### src/rtl/rom_bw_pkg.sv
package rom_bw_pkg;

  localparam int BYTE_W = 8;
  localparam int WORD_W = 2 * BYTE_W;

  typedef enum logic {
    ORG_BYTE = 1'b0,
    ORG_WORD = 1'b1
  } org_e;

  typedef struct packed {
    logic lo_drive;
    logic hi_drive;
    logic stby;
  } gate_t;

  // Content rule: scrambled affine function of the word address, mod 2^16.
  function automatic logic [WORD_W-1:0] rom_word(input logic [WORD_W-1:0] a);
    logic [WORD_W-1:0] v;
    v = a * 16'd40503 + 16'd4660;
    return v;
  endfunction

endpackage

### src/rtl/rom_addr_form.sv
module rom_addr_form
  import rom_bw_pkg::*;
#(
  parameter int ADDR_W = 8
) (
  input  logic [ADDR_W-1:0] addr,
  input  org_e              org,
  input  logic              lsb_in,
  output logic [ADDR_W-1:0] word_idx,
  output logic              take_hi
);

  // Byte address = {addr, lsb_in}; the word index is the byte address >> 1.
  always_comb begin
    word_idx = addr;
    take_hi  = (org == ORG_BYTE) && lsb_in;
  end

endmodule

### src/rtl/rom_array.sv
module rom_array
  import rom_bw_pkg::*;
#(
  parameter int ADDR_W = 8
) (
  input  logic [ADDR_W-1:0] idx,
  output logic [WORD_W-1:0] rd_word
);

  localparam int DEPTH = 1 << ADDR_W;

  logic [WORD_W-1:0] mem [DEPTH];

  for (genvar i = 0; i < DEPTH; i++) begin : g_cell
    assign mem[i] = rom_word(WORD_W'(i));
  end

  assign rd_word = mem[idx];

endmodule

### src/rtl/rom_lane_mux.sv
module rom_lane_mux
  import rom_bw_pkg::*;
(
  input  logic [WORD_W-1:0] word_in,
  input  org_e              org,
  input  logic              take_hi,
  output logic [WORD_W-1:0] dq
);

  logic [BYTE_W-1:0] lane;

  always_comb begin
    lane = take_hi ? word_in[WORD_W-1:BYTE_W] : word_in[BYTE_W-1:0];
    if (org == ORG_WORD) dq = word_in;
    else                 dq = {{BYTE_W{1'b0}}, lane};
  end

endmodule

### src/rtl/rom_out_gate.sv
module rom_out_gate
  import rom_bw_pkg::*;
(
  input  logic              ce_n,
  input  logic              oe_n,
  input  org_e              org,
  output logic [WORD_W-1:0] oe_vec,
  output logic              standby
);

  gate_t g;

  always_comb begin
    g.stby     = ce_n;
    g.lo_drive = !ce_n && !oe_n;
    g.hi_drive = g.lo_drive && (org == ORG_WORD);
    oe_vec     = {{BYTE_W{g.hi_drive}}, {BYTE_W{g.lo_drive}}};
    standby    = g.stby;
  end

endmodule

### src/rtl/rom_bw_port.sv
module rom_bw_port
  import rom_bw_pkg::*;
#(
  parameter int ADDR_W = 8
) (
  input  logic              ce_n,
  input  logic              oe_n,
  input  logic              word_mode,
  input  logic [ADDR_W-1:0] addr,
  input  logic              dq15_in,
  output logic [15:0]       dq_out,
  output logic [15:0]       dq_oe,
  output logic              standby
);

  org_e              org;
  logic [ADDR_W-1:0] word_idx;
  logic              take_hi;
  logic [WORD_W-1:0] rd_word;

  assign org = org_e'(word_mode);

  rom_addr_form #(.ADDR_W(ADDR_W)) u_addr (
    .addr    (addr),
    .org     (org),
    .lsb_in  (dq15_in),
    .word_idx(word_idx),
    .take_hi (take_hi)
  );

  rom_array #(.ADDR_W(ADDR_W)) u_array (
    .idx    (word_idx),
    .rd_word(rd_word)
  );

  rom_lane_mux u_mux (
    .word_in(rd_word),
    .org    (org),
    .take_hi(take_hi),
    .dq     (dq_out)
  );

  rom_out_gate u_gate (
    .ce_n   (ce_n),
    .oe_n   (oe_n),
    .org    (org),
    .oe_vec (dq_oe),
    .standby(standby)
  );

endmodule

### config.mk
export PLATFORM = sky130hd
export DESIGN_NAME = rom_bw_port
export DESIGN_NICKNAME = d
export VERILOG_FILES = /design/src/rtl/rom_bw_pkg.sv /design/src/rtl/rom_addr_form.sv /design/src/rtl/rom_array.sv /design/src/rtl/rom_lane_mux.sv /design/src/rtl/rom_out_gate.sv /design/src/rtl/rom_bw_port.sv
export SDC_FILE = /design/constraint.sdc
export NUM_CORES = 1
export LEC_CHECK = 0
export BUFFER_PORTS_ARGS = -buffer_cell sky130_fd_sc_hd__buf_2
export CAP_MARGIN = 20
export CORE_AREA = 2 2 79 81
export DETAILED_ROUTE_END_ITERATION = 10
export DIE_AREA = 0 0 81 83
export PLACE_DENSITY_LB_ADDON = 0.1
export SLEW_MARGIN = 25
export SYNTH_ARGS = -nofsm -noshare
export SYNTH_HDL_FRONTEND = slang
export SYNTH_SLANG_ARGS = --single-unit
### constraint.sdc
create_clock -name vclk -period 7.1
set_clock_uncertainty 0.2 [all_clocks]
set_input_delay 1.42 -clock vclk [all_inputs]
set_output_delay 1.42 -clock vclk [all_outputs]
set_load 0.005 [all_outputs]
### After elaboration in Yosys (flattened, before gate mapping)

Memory sizes are Yosys's and may differ from the RTL's.
Index checks and enable logic that the tools add are counted.

| operators by class | value |
|---|---|
| equal/unequal tests | 0 |
| mux-type cells | 4 |
| bitwise logic cells | 2 |
| reduce and logical (&&, ||, !) cells | 5 |
| order comparisons | 1 |
| shift operators | 0 |
| $mul | 0 |
| div/mod/pow operators | 0 |
| add/sub/neg operators | 0 |

Operators by type and width:

| cell | count |
|---|---|
| two-way mux 16 bit | 3 |
| greater-or-equal comparator 9 bit, second input constant | 1 |
| NOT 8 -> 9 bit | 1 |
| two-way mux 8 bit | 1 |
| logical AND 1 bit | 3 |
| logical NOT 1 bit | 2 |
| NOT 1 bit | 1 |

| storage, ports and cells | value |
|---|---|
| memories | 1 |
| memory bits (read-only) | 4096 |
| output and inout bits | 33 |
| latch bits | 0 |
| RAM bits | 0 |
| register bits after elaboration | 0 |
| word-level logic and storage cells | 13 |

Memories:

| name | words | bits a word | read ports | clocked after memory_dff | wr ports | line | RTL |
|---|---|---|---|---|---|---|---|
| (name not given) | 256 | 16 | 1 | 0 | 0 | rom_array.sv:18 | `assign rd_word = mem[idx];` |

### Depth between registers and ports, before layout

Gate-level depths: netlist of the first run.

| depth | value |
|---|---|
| depth after elaboration | 6 |
| mapped depth | 11 |
| mapped depth without buffers | 9 |

### Modules after synthesis

From an unflattened synthesis of the first run, not the netlist that was laid out.

| unflattened totals | value |
|---|---|
| cells, all modules | 583 |
| area total of the unflattened synthesis | 3816.2 sq um |

By module, submodules not included:

| module | seq. area each (sq um) | area each (sq um) | cells an instance | times used |
|---|---|---|---|---|
| rom_array | 0.0 | 3408.3 | 539 | 1 |
| rom_lane_mux | 0.0 | 205.2 | 18 | 1 |
| rom_out_gate | 0.0 | 128.9 | 17 | 1 |
| rom_addr_form | 0.0 | 73.8 | 9 | 1 |

### Least setup slack after synthesis of the first run

OpenSTA, ideal clock, no wires.

| path | value |
|---|---|
| path type | input to output |
| start point | input addr[0] |
| end point | output dq_out[6] |
| data required time | 5480 ps |
| path buffers | 1 |
| arrival | 3673 ps |
| setup slack | 1807 ps |
| cell stages on the path | 9 |
| cell sequence | buf_4 -> clkinv_1 -> ha_1 -> nor2_1 -> o21ai_0 -> nor2b_1 -> mux4_2 -> mux2_2 -> mux2_4 |

| between the ends | value |
|---|---|
| word-level cells in the longest chain between the ends | 6 |

RTL lines:

| what | line | RTL |
|---|---|---|
| start, declared | rom_bw_port.sv:9 | `input logic [ADDR_W-1:0] addr,` |
| NOT 8 -> 9 bit (implied by the code) * | rom_array.sv:18 |  |
| memory read (256 x 16 bit) * | -- |  |
| two-way mux 16 bit (implied by the code) * (2 in a row) | rom_array.sv:18 |  |
| two-way mux 8 bit | rom_lane_mux.sv:13 | `lane = take_hi ? word_in[WORD_W-1:BYTE_W] : word_in[BYTE_W-1:0];` |
| two-way mux 16 bit * | rom_lane_mux.sv:14 | `if (org == ORG_WORD) dq = word_in;` |
| end, declared | rom_bw_port.sv:11 | `output logic [15:0] dq_out,` |

Every way passes the cells marked *; elsewhere a longest branch is shown, timed or not. The select of a mux whose other input is x is not followed.

### Worst setup path after layout of the first run

| path | value |
|---|---|
| start point | input addr[0] |
| end point | output dq_out[2] |

The elaborated chain is that of the path after synthesis.

==> out/summary.txt, run 1 <==
Site Rows: 28
syn_nets: 577
n_diodes: 0
detailed placer's ending HPWL: 9150 microns
synth warn: 0
initial antenna violation count: 0
Final GP Congestion: 0.997
Post-CTS Setup Bufs: 0
Crit-path slowest cell: a2111oi_0
Syn Inst Count: 551
Seq pwr share: 0%
vias post-DR: 4609
Starting Density: 62.4%
hold path depth: 2
Comb pwr share: 100.0%
slew margin rel.: 31.8%
die height: 83 microns
status: complete, no violations
cts hold-fix bufs: 0
initial DRC count: 816
Internal: 102 uW
register area: 0 sq um
top-area cell type share of the netlist area: 6.48%
commonest cells in the netlist: 47 x a21oi_1, 43 x o21ai_0, 42 x nand2_1, 35 x nor2_1, 29 x buf_2
setup tns final: 0 ns
post-synthesis area per instance: 6.59 sq um
layout clock buffer count: 0
drt first pass iters: 7
max incr delay on CP: 0.77 ns
Setup crit start kind: input port
final setup fails: 0
Top delay family on crit path: compound AO/OA/AOI/OAI gates
mapped cell area: 0.00363 sq mm
total track usage: 39.6%
Max Clk Rate: 154 MHz
CP Cell Sequence: buf_2 > clkinv_1 > ha_1 > buf_4 > a21o_1 > a211oi_1 > a2111oi_0 > o311ai_0 > o311ai_1 > buf_2
total of max-cap violations: 0
total grt overflow: 0
post-route core utilization: 61.1%
Critical Path Stages: 10
nets@finish: 553
worst hold path class: in -> out
via/cell ratio: 7.68
WP data required: 5.48 ns
Psw: 176 uW
drc violations: 0
WL final: 13700 microns
Worst-Margin Slew: 1.02 ns
vias in the first global route: 3907
Hold Fails Final Rpt: 0
sequential cell count: 0
VDD IR max: 57.7 uV
largest net degree at the start of global routing: 92
final worst path period need: 6.49 ns
LEAKAGE: 1.33 nW
Filler cells: 573
Die ar.: 0.00672 sq mm
count of unique library cells instantiated by Yosys: 72
CP max FO: 25
post-synthesis sequential area ratio: 0%
WP buf/inv: 4
Setup crit end kind: output port
DIE WIDTH: 81 microns
remaining antenna violation count: 0
Setup CP Type: in -> out
Switching Fraction: 63.3%
drt wl/cell: 22.8 microns
ranking of synthesized cells by area: a21oi_1 6.5%, o21ai_0 5.9%, ha_1 4.8%
Arrival @ worst endpoint: 4.87 ns
Tcrit/Tclk final: 91.4%
first-pass GRT wire length: 21400 microns
Pwr Density: 78.4 mW/mm^2
Worst path most repeated cell: buf_2
RSZ-0062 raised after global routing: no
area leader, netlist: a21oi_1
Core Region: 0.00582 sq mm
share of post-route cells with drive strength above 1: 15.6%
cts repair resizes: 0
max-slew violations: 0
clock power share: 0%
I/O Pins: 45
most numerous cell in the Yosys netlist: a21oi_1
IO buf count: 45
area grow syn2layout: -2.07%
per-layer routing:
layer	share of wire (%)	track usage, %	vias to the layer above
met5	0	0	-
met4	3.4	10.8	0
met3	15	6.20	63
met2	41	56.5	420
met1	40	60.4	2068
li1	-	-	2058
cell type report:
class / instances / area, sq um / share of cell area [%]
inverters: 9 / 33.8 / 0.951
multi-input cells: 461 / 3110 / 87.6
well taps: 75 / 93.8 / 2.64
repair buffers: 55 / 313 / 8.80
layout by cell type (no fill, tap or decap), types with 6 or more instances in the layout:
master and instances:
a211oi_1 20, a21oi_1 47, a311oi_1 12, a31oi_1 7
and2_1 9, buf_2 45, buf_4 9, ha_1 14
inv_1 7, mux2_2 6, mux2i_1 13, nand2_1 42
nand2b_1 20, nand3_1 18, nand4_1 6, nor2_1 35
nor2b_1 15, nor3_1 13, o211ai_1 21, o21ai_0 43
o311ai_0 10, or2_2 7
worst paths after layout:
kind / start / end / slack [ns]
setup / recovery: addr[0] / dq_out[2] / 0.61
hold / removal: ce_n / standby / 2.82
kinds of logic after synthesis:
| logic type | synth area share (%) |
|---|---|
| mux | 9.34 |
| xor+xnor | 1.41 |
| simple gates | 26.0 |
| buf+inv | 14.2 |
| fa+ha+maj | 5.10 |
| compound gates | 43.9 |
power by group through the flow:
stage                     clock (mW)  combinational [mW]  sequential [mW]
after floorplan                    0               0.205                0
after global placement             0               0.265                0
after detailed placement           0               0.265                0
after CTS                          0               0.267                0
after global routing               0               0.298                0
final                              0               0.279                0
stage by stage:
stage | worst slack, ns | total power [mW] | hold WS [ns] | instances | cell area [sq um]
floorplan | 1.81 | 0.205 | 2.72 | 551 | 3630
global placement | 0.903 | 0.265 | 2.82 | 600 | 3550
detailed placement | 0.757 | 0.265 | 2.82 | 600 | 3550
CTS | 0.753 | 0.267 | 2.83 | 600 | 3550
global route | 0.491 | 0.298 | 2.84 | 600 | 3550
finish | 0.614 | 0.278 | 2.82 | 600 | 3550
Note: power is estimated with default switching activity, not from simulation.
==> run 2, diff against run 1 <==
REMOVE_ABC_BUFFERS = 1   (was default)
==> run 2 against run 1 <==
Net effect: critical endpoint unchanged; die area is the same; via count grew 1.2%; hold slack gained 0.00093 ns.
==> out/summary.txt, run 2 (synthesis gave the netlist of run 1 again) <==
Setup crit start: addr[0]
Tcrit/Tclk final: 88.4%
total of max-cap violations: 0
vias post-DR: 4663
hold_sp: ce_n
drt first pass iters: 5
most common library cell in the layout ignoring fill and taps: a21oi_1
n_diodes: 0
LEAKAGE: 1.34 nW
slew margin rel.: 50.4%
Setup crit end kind: output port
cts repair resizes: 0
Max Clk Rate: 159 MHz
status: complete, no violations
hold path depth: 2
initial antenna violation count: 0
max incr delay on CP: 0.66 ns
WP data required: 5.48 ns
WL final: 14300 microns
WHS Endpoint: standby
Post-CTS Setup Bufs: 0
first-pass GRT wire length: 21700 microns
Setup crit start kind: input port
CP Cell Sequence: buf_2 > clkinv_1 > ha_1 > buf_4 > nor2b_2 > nor3_1 > o41ai_1 > a32oi_1 > or4_1 > o311ai_1 > buf_2
total grt overflow: 0
Pwr Density: 78.6 mW/mm^2
final worst path period need: 6.28 ns
VDD IR max: 66.2 uV
I/O Pins: 45
Arrival @ worst endpoint: 4.66 ns
via/cell ratio: 7.73
Worst path most repeated cell: buf_2
drc violations: 0
die height: 83 microns
IO buf count: 45
Filler cells: 624
Core Region: 0.00582 sq mm
WHS: 2.82 ns
RSZ-0062 raised after global routing: no
nets@finish: 556
Final GP Congestion: 1.04
Finished Layout Cells: 603
setup tns final: 0 ns
Starting Density: 62.4%
DIE WIDTH: 81 microns
share of post-route cells with drive strength above 1: 16.1%
detailed placer's ending HPWL: 9600 microns
Site Rows: 28
Placed Cells: 603
sequential cell count: 0
cts hold-fix bufs: 0
drt wl/cell: 23.6 microns
Hold Fails Final Rpt: 0
register area: 0 sq um
placed cell areas: 0.00358 sq mm
post-route core utilization: 61.5%
Crit-path slowest cell: ha_1
largest net degree at the start of global routing: 92
Worst-Margin Slew: 0.744 ns
area grow syn2layout: -1.45%
vias in the first global route: 4008
max-slew violations: 0
CP max FO: 25
Die ar.: 0.00672 sq mm
Setup CP Type: in -> out
remaining antenna violation count: 0
initial DRC count: 816
commonest cells after routing, fill and taps aside: 47 x a21oi_1, 45 x buf_2, 43 x o21ai_0, 42 x nand2_1, 35 x nor2_1
layout clock buffer count: 0
final setup fails: 0
worst hold path class: in -> out
Final Cell Area: 0.00358 sq mm
total track usage: 40.2%
run 2: cell types whose count changed in the layout (fill, tap and decap cells not counted):
| cell | change |
|---|---|
| buf_4 | +3 |
run 2: cell type report:
type,count,area (sq um),area share [%]
multi-input cells,461,3110,87.1
inverters,9,33.8,0.945
repair buffers,58,335,9.38
well taps,75,93.8,2.62
run 2: report_power, final:
part	total, mW	leakage, nW	internal (mW)	switching [mW]
Sequential	0	0	0	0
Combinational	0.281	1.34	0.103	0.178
Clock	0	0	0	0
Total	0.281	1.34	0.103	0.178
run 2: worst max-delay path: cells and delay by family:
kind	cells	cell delay (ns)
buffers and inverters	4	1.00
adder cells (fa/ha/maj)	1	0.66
AND/OR/NAND/NOR	3	0.97
AO/OA/AOI/OAI	3	0.59
run 2: worst max-delay path by stage:
stage	endpoint	slack [ns]	depth (start not counted)
after global routing	dq_out[2]	0.67	11
after detailed placement	dq_out[2]	0.97	11
final	dq_out[2]	0.82	11
after floorplan	dq_out[6]	1.76	8
after global placement	dq_out[2]	1.02	11
after CTS	dq_out[2]	0.96	11
run 2: through the flow:
stage          power (mW)  setup WS (ns)
3_3_place_gp        0.268           1.02
4_1_cts             0.269          0.960
2_1_floorplan       0.159           1.76
3_5_place_dp        0.268          0.975
6_report            0.281          0.823
5_1_grt             0.297          0.669
run 2: per-layer routing:
metal  GRT usage [%]  vias to the layer above  share of wire (%)  wire (microns)
met3            5.00                      100                 13            1850
met5               0                        -                  0               0
met1            57.5                     2088                 38            5410
li1                -                     2053                  -               -
met2            58.6                      422                 43            6130
met4            19.4                        0                6.2             877
==> run 3, diff against run 2 <==
BUFFER_PORTS_ARGS = -buffer_cell sky130_fd_sc_hd__buf_4   (was -buffer_cell sky130_fd_sc_hd__buf_2)
==> run 3 against run 2 <==
Net effect: sequential share of layout area unchanged; final area increased by 2.0%; via count decreased by 1.2%; sequential cell count unchanged; largest power group unchanged; highest routed layer unchanged.
==> out/summary.txt, run 3 (synthesis gave the netlist of run 1 again) <==
status: complete, no violations
initial antenna violation count: 0
first-pass GRT wire length: 21700 microns
Worst-Margin Slew: 0.752 ns
WP data required: 5.48 ns
RSZ-0062 raised after global routing: no
VDD IR max: 69.2 uV
Die ar.: 0.00672 sq mm
Final GP Congestion: 1.06
layout clock buffer count: 0
vias post-DR: 4607
cts hold-fix bufs: 0
detailed placer's ending HPWL: 9280 microns
Setup crit end kind: output port
drc violations: 0
Filler cells: 614
slew margin rel.: 48.5%
n_diodes: 0
initial DRC count: 665
cts repair resizes: 0
vias in the first global route: 4034
commonest cells after routing, fill and taps aside: 54 x buf_4, 47 x a21oi_1, 43 x o21ai_0, 42 x nand2_1, 35 x nor2_1
share of post-route cells with drive strength above 1: 15.5%
setup tns final: 0 ns
drt first pass iters: 5
final setup fails: 0
Pwr Density: 78.7 mW/mm^2
CP max FO: 25
WL final: 13900 microns
drt wl/cell: 23.3 microns
LEAKAGE: 1.34 nW
DIE WIDTH: 81 microns
I/O Pins: 45
multi-input logic area: 0.00311 sq mm
Site Rows: 28
Setup CP Type: in -> out
area grow syn2layout: 0.483%
final worst path period need: 6.21 ns
Hold Fails Final Rpt: 0
Tcrit/Tclk final: 87.4%
Post-CTS Setup Bufs: 0
total of max-cap violations: 0
Arrival @ worst endpoint: 4.59 ns
worst hold path class: in -> out
Setup crit start kind: input port
remaining antenna violation count: 0
Final Cell Area: 0.00365 sq mm
register area: 0 sq um
total grt overflow: 0
die height: 83 microns
largest net degree at the start of global routing: 69
max-slew violations: 0
post-route core utilization: 62.7%
Starting Density: 62.4%
most common library cell in the layout ignoring fill and taps: buf_4
sequential cell count: 0
via/cell ratio: 7.69
Core Region: 0.00582 sq mm
WHS: 2.83 ns
Max Clk Rate: 161 MHz
nets@finish: 552
placed cell areas: 0.00365 sq mm
Final Power: 287 uW
total track usage: 40.0%
IO buf count: 45
[run 3: changes by cell type in the layout (fill, tap and decap cells not counted)]
| cell | delta |
|---|---|
| buf_4 | +42 |
| buf_2 | -45 |
| buf_12 | -1 |
[run 3: per-layer routing]
layer	track usage, %	up-vias	wire (microns)
li1	-	2060	-
met1	56.4	2085	5490
met2	58.7	396	6240
met3	4.78	66	1550
met4	20.6	0	659
met5	0	-	0
[run 3: path summary, 6_finish.rpt]
kind | start | end | slack (ns) | depth (start not counted)
worst max-delay path | addr[0] | dq_out[2] | 0.89 | 11
worst min-delay path | ce_n | standby | 2.83 | 2
[run 3: critical path, stage by stage]
cell,delay (ns)
buf_4,0.25
clkinv_1,0.34
ha_1,0.66
buf_4,0.28
nor2b_2,0.32
nor3_1,0.08
o41ai_1,0.32
a32oi_1,0.11
or4_1,0.51
o311ai_1,0.11
buf_4,0.16
[run 3: stage by stage]
| step | cells | setup WS, ns |
|---|---|---|
| after floorplan | 470 | 1.76 |
| after global placement | 599 | 1.07 |
| after detailed placement | 599 | 0.966 |
| after CTS | 599 | 0.964 |
| after global routing | 599 | 0.675 |
| final | 599 | 0.894 |
[run 3: final cells by class]
class	count	share of cell area [%]
Tap cell	75	2.57
Multi-Input combinational cell	461	85.4
Inverter	9	0.927
Timing Repair Buffer	54	11.1
[run 3: power by group]
part	internal [mW]	switching, mW
clock	0	0
combinational	0.111	0.176
sequential	0	0
total	0.111	0.176
